## config.mk

```make
export PLATFORM = sky130hd
export DESIGN_NAME = keypad_lock
export DESIGN_NICKNAME = d
export VERILOG_FILES = /design/src/rtl/lock_pkg.sv /design/src/rtl/lock_key_decode.sv /design/src/rtl/lock_next_state.sv /design/src/rtl/lock_out_decode.sv /design/src/rtl/keypad_lock.sv
export SDC_FILE = /design/constraint.sdc
export NUM_CORES = 1
export LEC_CHECK = 0
export BUFFER_PORTS_ARGS = -buffer_cell sky130_fd_sc_hd__buf_2
export CORE_AREA = 4 4 41 43
export DETAILED_ROUTE_END_ITERATION = 8
export DIE_AREA = 0 0 45 47
export HOLD_SLACK_MARGIN = 0.03
export PLACE_DENSITY = 0.49
export SETUP_SLACK_MARGIN = 0.4
export SLEW_MARGIN = 5
export SYNTH_ARGS = -nofsm -noshare
export SYNTH_HDL_FRONTEND = slang
export SYNTH_SLANG_ARGS = --single-unit
```

## constraint.sdc

```tcl
create_clock -name clk -period 3.5 [get_ports clk]
set_input_delay 1.05 -clock clk [delete_from_list [all_inputs] [get_ports clk]]
set_output_delay 1.05 -clock clk [all_outputs]
set_load 0.02 [all_outputs]
```

## src/rtl/lock_pkg.sv

```systemverilog
package lock_pkg;

  localparam int STATE_W = 3;

  typedef enum logic [STATE_W-1:0] {
    ST_IDLE = 3'b000,
    ST_OK1  = 3'b001,
    ST_OK2  = 3'b010,
    ST_OPEN = 3'b011,
    ST_BAD1 = 3'b100,
    ST_BAD2 = 3'b101
  } lock_state_e;

  typedef enum logic [1:0] {
    KEY_NONE = 2'b00,
    KEY_A    = 2'b01,
    KEY_B    = 2'b10
  } key_e;

  // Position of each state along an attempt (number of presses taken).
  function automatic int unsigned state_depth(lock_state_e s);
    case (s)
      ST_OK1, ST_BAD1: return 1;
      ST_OK2, ST_BAD2: return 2;
      ST_OPEN:         return 3;
      default:         return 0;
    endcase
  endfunction

endpackage

```

## src/rtl/lock_key_decode.sv

```systemverilog
module lock_key_decode
  import lock_pkg::*;
(
  input  logic key_k,
  input  logic key_a,
  input  logic key_b,
  output key_e key
);
  always_comb begin
    case ({key_k, key_a, key_b})
      3'b110:  key = KEY_A;
      3'b101:  key = KEY_B;
      default: key = KEY_NONE;  // idle or malformed word
    endcase
  end
endmodule

```

## src/rtl/lock_next_state.sv

```systemverilog
module lock_next_state
  import lock_pkg::*;
(
  input  lock_state_e cur,
  input  key_e        key,
  output lock_state_e nxt
);
  logic pressed;
  assign pressed = (key != KEY_NONE);

  always_comb begin
    nxt = cur;
    case (cur)
      ST_IDLE: begin
        if (key == KEY_B)      nxt = ST_OK1;
        else if (key == KEY_A) nxt = ST_BAD1;
      end
      ST_OK1: begin
        if (key == KEY_A)      nxt = ST_OK2;
        else if (key == KEY_B) nxt = ST_BAD2;
      end
      ST_OK2: begin
        if (key == KEY_B)      nxt = ST_OPEN;
        else if (key == KEY_A) nxt = ST_IDLE;
      end
      ST_OPEN: nxt = ST_IDLE;
      ST_BAD1: if (pressed) nxt = ST_BAD2;
      ST_BAD2: if (pressed) nxt = ST_IDLE;
      default: nxt = ST_IDLE;  // unused codes recover
    endcase
  end
endmodule

```

## src/rtl/lock_out_decode.sv

```systemverilog
module lock_out_decode
  import lock_pkg::*;
#(
  parameter int CNT_W = 4
) (
  input  lock_state_e     cur,
  output logic            unlock,
  output logic [CNT_W-1:0] count
);
  localparam int DEPTH_W = 2;

  logic [DEPTH_W-1:0] depth;
  assign depth  = DEPTH_W'(state_depth(cur));
  assign unlock = (cur == ST_OPEN);

  generate
    if (CNT_W > DEPTH_W) begin : g_wide
      assign count = {{(CNT_W-DEPTH_W){1'b0}}, depth};
    end else begin : g_narrow
      assign count = depth[CNT_W-1:0];
    end
  endgenerate
endmodule

```

## src/rtl/keypad_lock.sv

```systemverilog
module keypad_lock
  import lock_pkg::*;
#(
  parameter int CNT_W = 4
) (
  input  logic             clk,
  input  logic             rst,
  input  logic             key_k,
  input  logic             key_a,
  input  logic             key_b,
  output logic             unlock,
  output logic [CNT_W-1:0] key_count
);
  key_e        key;
  lock_state_e cur_q, nxt;

  lock_key_decode u_dec (
    .key_k(key_k), .key_a(key_a), .key_b(key_b), .key(key)
  );

  lock_next_state u_ns (
    .cur(cur_q), .key(key), .nxt(nxt)
  );

  always_ff @(posedge clk) begin
    if (rst) cur_q <= ST_IDLE;
    else     cur_q <= nxt;
  end

  lock_out_decode #(.CNT_W(CNT_W)) u_out (
    .cur(cur_q), .unlock(unlock), .count(key_count)
  );
endmodule

```

==> results of run 1 <==
==> power breakdown <==
part / total, mW / internal (mW) / switching [mW]
Clock: 0.0605 / 0.0427 / 0.0178
Combinational: 0.154 / 0.0792 / 0.0747
Sequential: 0.0913 / 0.0486 / 0.0427
==> cell usage after synthesis <==
master and instances:
nand2b_1 1, dfxtp_1 3, a2bb2oi_1 1, nor3_1 2
inv_1 4, or2_2 1, o41ai_2 1, buf_2 2
a21oi_1 3, mux2_2 1, a221oi_1 1, nand3b_1 2
and3b_1 1, nand2_1 5, ha_1 3, or4b_1 1
o31a_1 1, o21ai_0 5, nor2_1 2, o21bai_1 2
buf_6 1, buf_4 2, conb_1 1, and2b_4 1
nor3b_1 1
==> worst paths after layout <==
| check | from | end | slack, ns | cells after the start |
|---|---|---|---|---|
| max | cur_q[2] | key_count[1] | 1.05 | 2 |
| min | cur_q[1] | cur_q[2] | 0.64 | 1 |
| max reg2reg | cur_q[2] | cur_q[0] | 1.92 | 3 |
| min reg2reg | cur_q[1] | cur_q[2] | 0.64 | 1 |
==> placed cells by master, fill, tap and decap left out, drive strengths merged, types with 2 or more instances in the layout <==
| cell type | count |
|---|---|
| o21ai | 5 |
| nand2 | 5 |
| o21bai | 2 |
| ha | 3 |
| a21oi | 3 |
| inv | 4 |
| dfxtp | 3 |
| nor2 | 2 |
| nor3 | 2 |
| conb | 2 |
| buf | 7 |
| nand3b | 2 |
| clkbuf | 4 |
==> through the flow <==
step / instances / hold slack, ns / total power, mW / cell area [um2]
final: 70 / 0.6428 / 0.3056 / 409.1
after global routing: 70 / 0.6752 / 0.3333 / 409.1
after CTS: 70 / 0.6496 / 0.3102 / 409.1
after detailed placement: 66 / 0.6420 / 0.2461 / 382.9
after global placement: 66 / 0.6433 / 0.2468 / 382.9
after floorplan: 49 / 0.5219 / 0.2222 / 365.4
==> cells by family (layout without fill, tap and decap cells) <==
family	Yosys count	count (layout)	synth area share
fa+ha+maj	3	3	0.1038
compound gates	14	14	0.2699
buf+inv	9	15	0.1418
simple gates	17	17	0.2769
other cells	1	2	0.01037
mux	1	1	0.03114
flops	3	3	0.1661
==> final cells by class <==
cell class	instances	share of cell area
clock buffers	4	0.06422
inverters	4	0.03670
multi-input cells	37	0.6208
flip-flops and latches	3	0.1468
well taps	15	0.04587
repair buffers	7	0.08563
==> routing by layer <==
layer	GRT usage	up-vias
met2	0.1158	7
met3	0.04598	0
met4	0	0
li1	-	176
met5	0	-
met1	0.09276	149
==> critical path: stages (launching register included) <==
cell and delay, ns:
dfxtp_1 0.62, mux2_2 0.39, buf_2 0.16
==> flow_summary.json, run 1 <==
{
  "dr.max_layer_used": "met3",
  "nNetsFinal": 64,
  "routabilityCongestion": 0.6816,
  "status": "finished, final reports clean",
  "ir_worst_vdd_v": 0.0001978,
  "cts_tree": "built",
  "worstMarginPinSlew_ns": 0.5001,
  "dr.pass1.iters": 2,
  "postCtsSetupBuffers": 0,
  "rows": 13,
  "die_w_um": 45,
  "dp_worst_setup_slack_ns": 0.8817,
  "fin_crit_sh": 0.6996,
  "chipHeight_um": 47,
  "clk_pin_slew_ns": 0.04,
  "finalSetupTns_ns": 0,
  "drt-initial-drc-count": 4,
  "reg_top3": "cur_q x3",
  "largest_register_ffs": 3,
  "fill_cells": 160,
  "cts_hold_buf": 0,
  "wl_met2_um": 316,
  "ctsLongestPathBuffers": 2,
  "yosysWarningCount": 0,
  "powerDensity_nw_per_um2": 746.9,
  "multi_input_area_um2": 254.0,
  "grt_pass1_vias": 272,
  "cts_buffers": 3,
  "track_usage": 0.07413,
  "wl_met3_um": 43,
  "htreeDepth": 1,
  "maxSlewHeadroom": 0.6662,
  "synth_cell_types": 25,
  "required_ns": 2.45,
  "synthTopCellsByArea": "dfxtp_1 (17%), ha_1 (10%), o21ai_0 (6.9%), nand2_1 (5.2%), o41ai_2 (4.5%)",
  "finalHoldViolations": 0,
  "cts_resized": 0,
  "synth_seq_cells": 3,
  "syn_area_um2": 361.6,
  "core_area_um2": 1301,
  "grt_pass1_wl_mm": 1.145,
  "fin_util": 0.3144,
  "n_antenna_cell": 0,
  "ios": 10,
  "syn2layout_area_growth_pct": 13.15,
  "path_class": "flop to primary output",
  "setup_viol": 0,
  "worstPathArrival_ns": 1.40,
  "maxCapViolations": 0,
  "routed_wl_um": 720,
  "fmax_mhz": 408.4,
  "cts.sinks": 3,
  "regMostFlops": "cur_q",
  "portBuffers": 7,
  "setup.worst_path.end_class": "primary output",
  "synth_top_area_share": 0.1661,
  "start_util": 0.2779,
  "layout-drive-gt1-share": 0.2545,
  "cts_root_buf": "clkbuf_4",
  "wl_per_cell_um": 10.29,
  "leakagePower_nw": 0.1824,
  "insertion_delay_ns": 0.23,
  "clock_skew_ns": 0.002207,
  "critPathMaxFanout": 16,
  "dpl.hpwl_um": 545.7,
  "grt_max_degree": 17,
  "ys_seq_area_frac": 0.1661,
  "start_kind": "flop",
  "synth_top_cell_by_area": "dfxtp_1",
  "met1_length_um": 360,
  "vias": 332,
  "ff_latch_area_um2": 60.06,
  "maxSlewViolCount": 0,
  "via_per_inst": 4.743,
  "overflow": 0,
  "ant_nets": 0,
  "drc_errors": 0,
  "fp.dieArea_um2": 2115,
  "fin_ws_ns": 1.051,
  "rsz0062_at_grt": "no",
  "hp-class": "flop to flop",
  "period_minus_slack_ns": 2.449,
  "antenna_found_initial": 0,
  "avgSynthCellArea_um2": 7.533,
  "synthCells": 48
}
Note: power is estimated with default switching activity, not from simulation.
==> inputs of run 2 (changes only) <==
ABC_AREA = 1   (was default)
PLACE_DENSITY = 0.48   (was 0.49)
clock period = 2 ns   (was 3.5 ns; I/O delays follow)
==> flow_summary.json, run 2 <==
{
  "status": "finished, final reports clean",
  "synthCells": 53,
  "final_common_cell": "nand2_1",
  "cts.sinks": 3,
  "final_cells": 82,
  "regMostFlops": "cur_q",
  "fmax_mhz": 616.2,
  "grt_pass1_wl_mm": 1.345,
  "rsz0062_at_grt": "yes",
  "antenna_found_initial": 0,
  "placed_cells": 72,
  "ir_worst_vdd_v": 0.0002706,
  "core_area_um2": 1301,
  "synth_common_cells": "nand2_1 (10), inv_1 (8), a21oi_1 (5), nand3_1 (5), nor2_1 (4)",
  "layout-drive-gt1-share": 0.5522,
  "synth-main-ff-cell": "dfxtp_1",
  "start_kind": "flop",
  "worstPathArrival_ns": 1.02,
  "ctsLongestPathBuffers": 2,
  "htreeDepth": 1,
  "fin_util": 0.3885,
  "maxSlewViolCount": 0,
  "routed_wl_um": 758,
  "period_minus_slack_ns": 1.623,
  "path_class": "flop to primary output",
  "hp-class": "input port to flop",
  "via_per_inst": 4.463,
  "wl_per_cell_um": 9.244,
  "start_util": 0.2548,
  "grt_pass1_vias": 329,
  "dp_worst_setup_slack_ns": 0.2142,
  "largest_register_ffs": 3,
  "yosysWarningCount": 0,
  "power_frac_comb": 0.557,
  "p_clk_frac": 0.208,
  "avgSynthCellArea_um2": 6.256,
  "final_area_um2": 505.5,
  "fin_hold_ws_ns": 0.5585,
  "setup.worst_path.end_class": "primary output",
  "powerDensity_nw_per_um2": 1015,
  "p_seq_frac": 0.234,
  "ios": 10,
  "critPathMaxFanout": 7,
  "r2r_start": "cur_q[2]",
  "track_usage": 0.08747,
  "slowest_delay_ns": 0.40,
  "fp.dieArea_um2": 2115,
  "holdPathEnd": "cur_q[0]",
  "synth-edff-count": 0,
  "clock_skew_ns": 0.007739,
  "dpl_cell_area_um2": 362.8,
  "synth_top_cell_by_area": "dfxtp_1",
  "drc_errors": 0,
  "layout_common_cells": "nand2_1 (8), buf_4 (7), inv_1 (5), buf_2 (5)",
  "setup_viol": 0,
  "r2r_end": "cur_q[1]",
  "yosysMostFrequentCell": "nand2_1",
  "path_cells": "nand2_2 > nor2_2 > nand3b_1 > buf_6",
  "finalHoldViolations": 0,
  "p_sw_frac": 0.4185,
  "syn_area_um2": 331.6,
  "multi_input_area_um2": 270.3,
  "power.switching_mw": 0.2148,
  "power_mw": 0.5132,
  "syn2layout_area_growth_pct": 52.45,
  "internal_power_mw": 0.2985,
  "fin_ws_ns": 0.3772,
  "hold_path_startpoint": "rst",
  "vias": 366,
  "synth_top_area_share": 0.1811,
  "required_ns": 1.40,
  "ff_latch_area_um2": 71.32,
  "cts_tree": "built",
  "dr.pass1.iters": 2,
  "hold_depth": 2,
  "portBuffers": 7,
  "rows": 13,
  "n_antenna_cell": 0,
  "cts_root_buf": "clkbuf_4",
  "async_reset_ff_frac": 0,
  "critPathSlowestCell": "dfxtp_4",
  "insertion_delay_ns": 0.23,
  "clk_pin_slew_ns": 0.04,
  "cp_top_family": "flip-flops",
  "overflow": 0,
  "finalSetupTns_ns": 0,
  "cts_hold_buf": 0,
  "die_w_um": 45,
  "r2r_slack_ns": 0.89,
  "nNetsFinal": 76,
  "reg_top3": "cur_q x3",
  "cts_buffers": 3,
  "maxCapViolations": 0,
  "synth_cell_types": 16,
  "synth_seq_cells": 3,
  "dpl.hpwl_um": 523.1,
  "leakagePower_nw": 0.2234,
  "reg2reg_depth": 6,
  "ys_seq_area_frac": 0.1811,
  "synthTopCellsByArea": "dfxtp_1 (18%), ha_1 (11%), nand2_1 (11%), inv_1 (9.1%), a21oi_1 (7.5%)",
  "ant_nets": 0,
  "fin_crit_sh": 0.8114,
  "grt_max_degree": 8,
  "routabilityCongestion": 0.7240,
  "fill_cells": 143,
  "cp.buffers_inverters": 1,
  "drt-initial-drc-count": 2,
  "chipHeight_um": 47
}
-- run 2: cell types whose count changed after synthesis, moves of 2 or more --
| cell | delta |
|---|---|
| nand2_1 | +5 |
| nor2_1 | +2 |
| a21oi_1 | +2 |
| nand3_1 | +5 |
| inv_1 | +4 |
| o21ai_0 | -2 |
| nor2_2 | +2 |
| buf_2 | -2 |
| o21bai_1 | -2 |
| nand4_1 | +2 |
-- run 2: worst max path at each step --
stage | startpoint | endpoint | slack [ns] | depth (start not counted)
2_1_floorplan | cur_q[1] | key_count[0] | 0.43 | 4
3_3_place_gp | key_a | cur_q[0] | 0.22 | 9
3_5_place_dp | key_a | cur_q[0] | 0.21 | 9
4_1_cts | cur_q[1] | key_count[0] | 0.39 | 4
5_1_grt | cur_q[1] | key_count[0] | 0.31 | 4
6_report | cur_q[1] | key_count[0] | 0.38 | 4
-- run 2: area by class of cell --
class,count,share of cell area
Multi-Input combinational cell,39,0.5347
Inverter,8,0.05941
Sequential cell,3,0.1411
Tap cell,15,0.03713
Clock buffer,4,0.05198
Timing Repair Buffer,13,0.1757
-- run 2: repair_timing --
action / CTS / global route
hold endpoints to repair: 0 / 0
resized for setup: 11 / 14
pin swaps: 1 / 5
setup buffers: 5 / 1
cloned: 0 / 0
endpoints found under the setup margin: 3 / 6
-- run 2: power by group through the flow --
stage,combinational (mW),clock [mW],sequential (mW)
2_1_floorplan,0.185,0,0.0918
3_3_place_gp,0.191,0,0.118
3_5_place_dp,0.190,0,0.118
4_1_cts,0.270,0.108,0.117
5_1_grt,0.318,0.121,0.126
6_report,0.286,0.107,0.120
-- run 2: layer usage --
| metal | GRT usage | routed length, um |
|---|---|---|
| met2 | 0.1441 | 396 |
| met5 | 0 | 0 |
| met4 | 0.03509 | 0 |
| met1 | 0.1084 | 330 |
| met3 | 0.02299 | 31 |
-- run 2: worst reg2reg max path, cell delays in order (launching register included) --
cell and delay (ns):
dfxtp_4 0.36, buf_4 0.15, nor2_2 0.16, nand3_1 0.08, o21ai_0 0.08, nand2_1 0.08
a21oi_2 0.13
-- run 2: kinds of logic (layout without fill, tap and decap cells) --
| family | Yosys count | in the layout | share of synthesized area |
|---|---|---|---|
| AND/OR/NAND/NOR | 26 | 26 | 0.3811 |
| AO/OA/AOI/OAI | 8 | 8 | 0.1207 |
| buffers and inverters | 12 | 25 | 0.1924 |
| flip-flops | 3 | 3 | 0.1811 |
| other | 1 | 2 | 0.01131 |
| adder cells (fa/ha/maj) | 3 | 3 | 0.1132 |
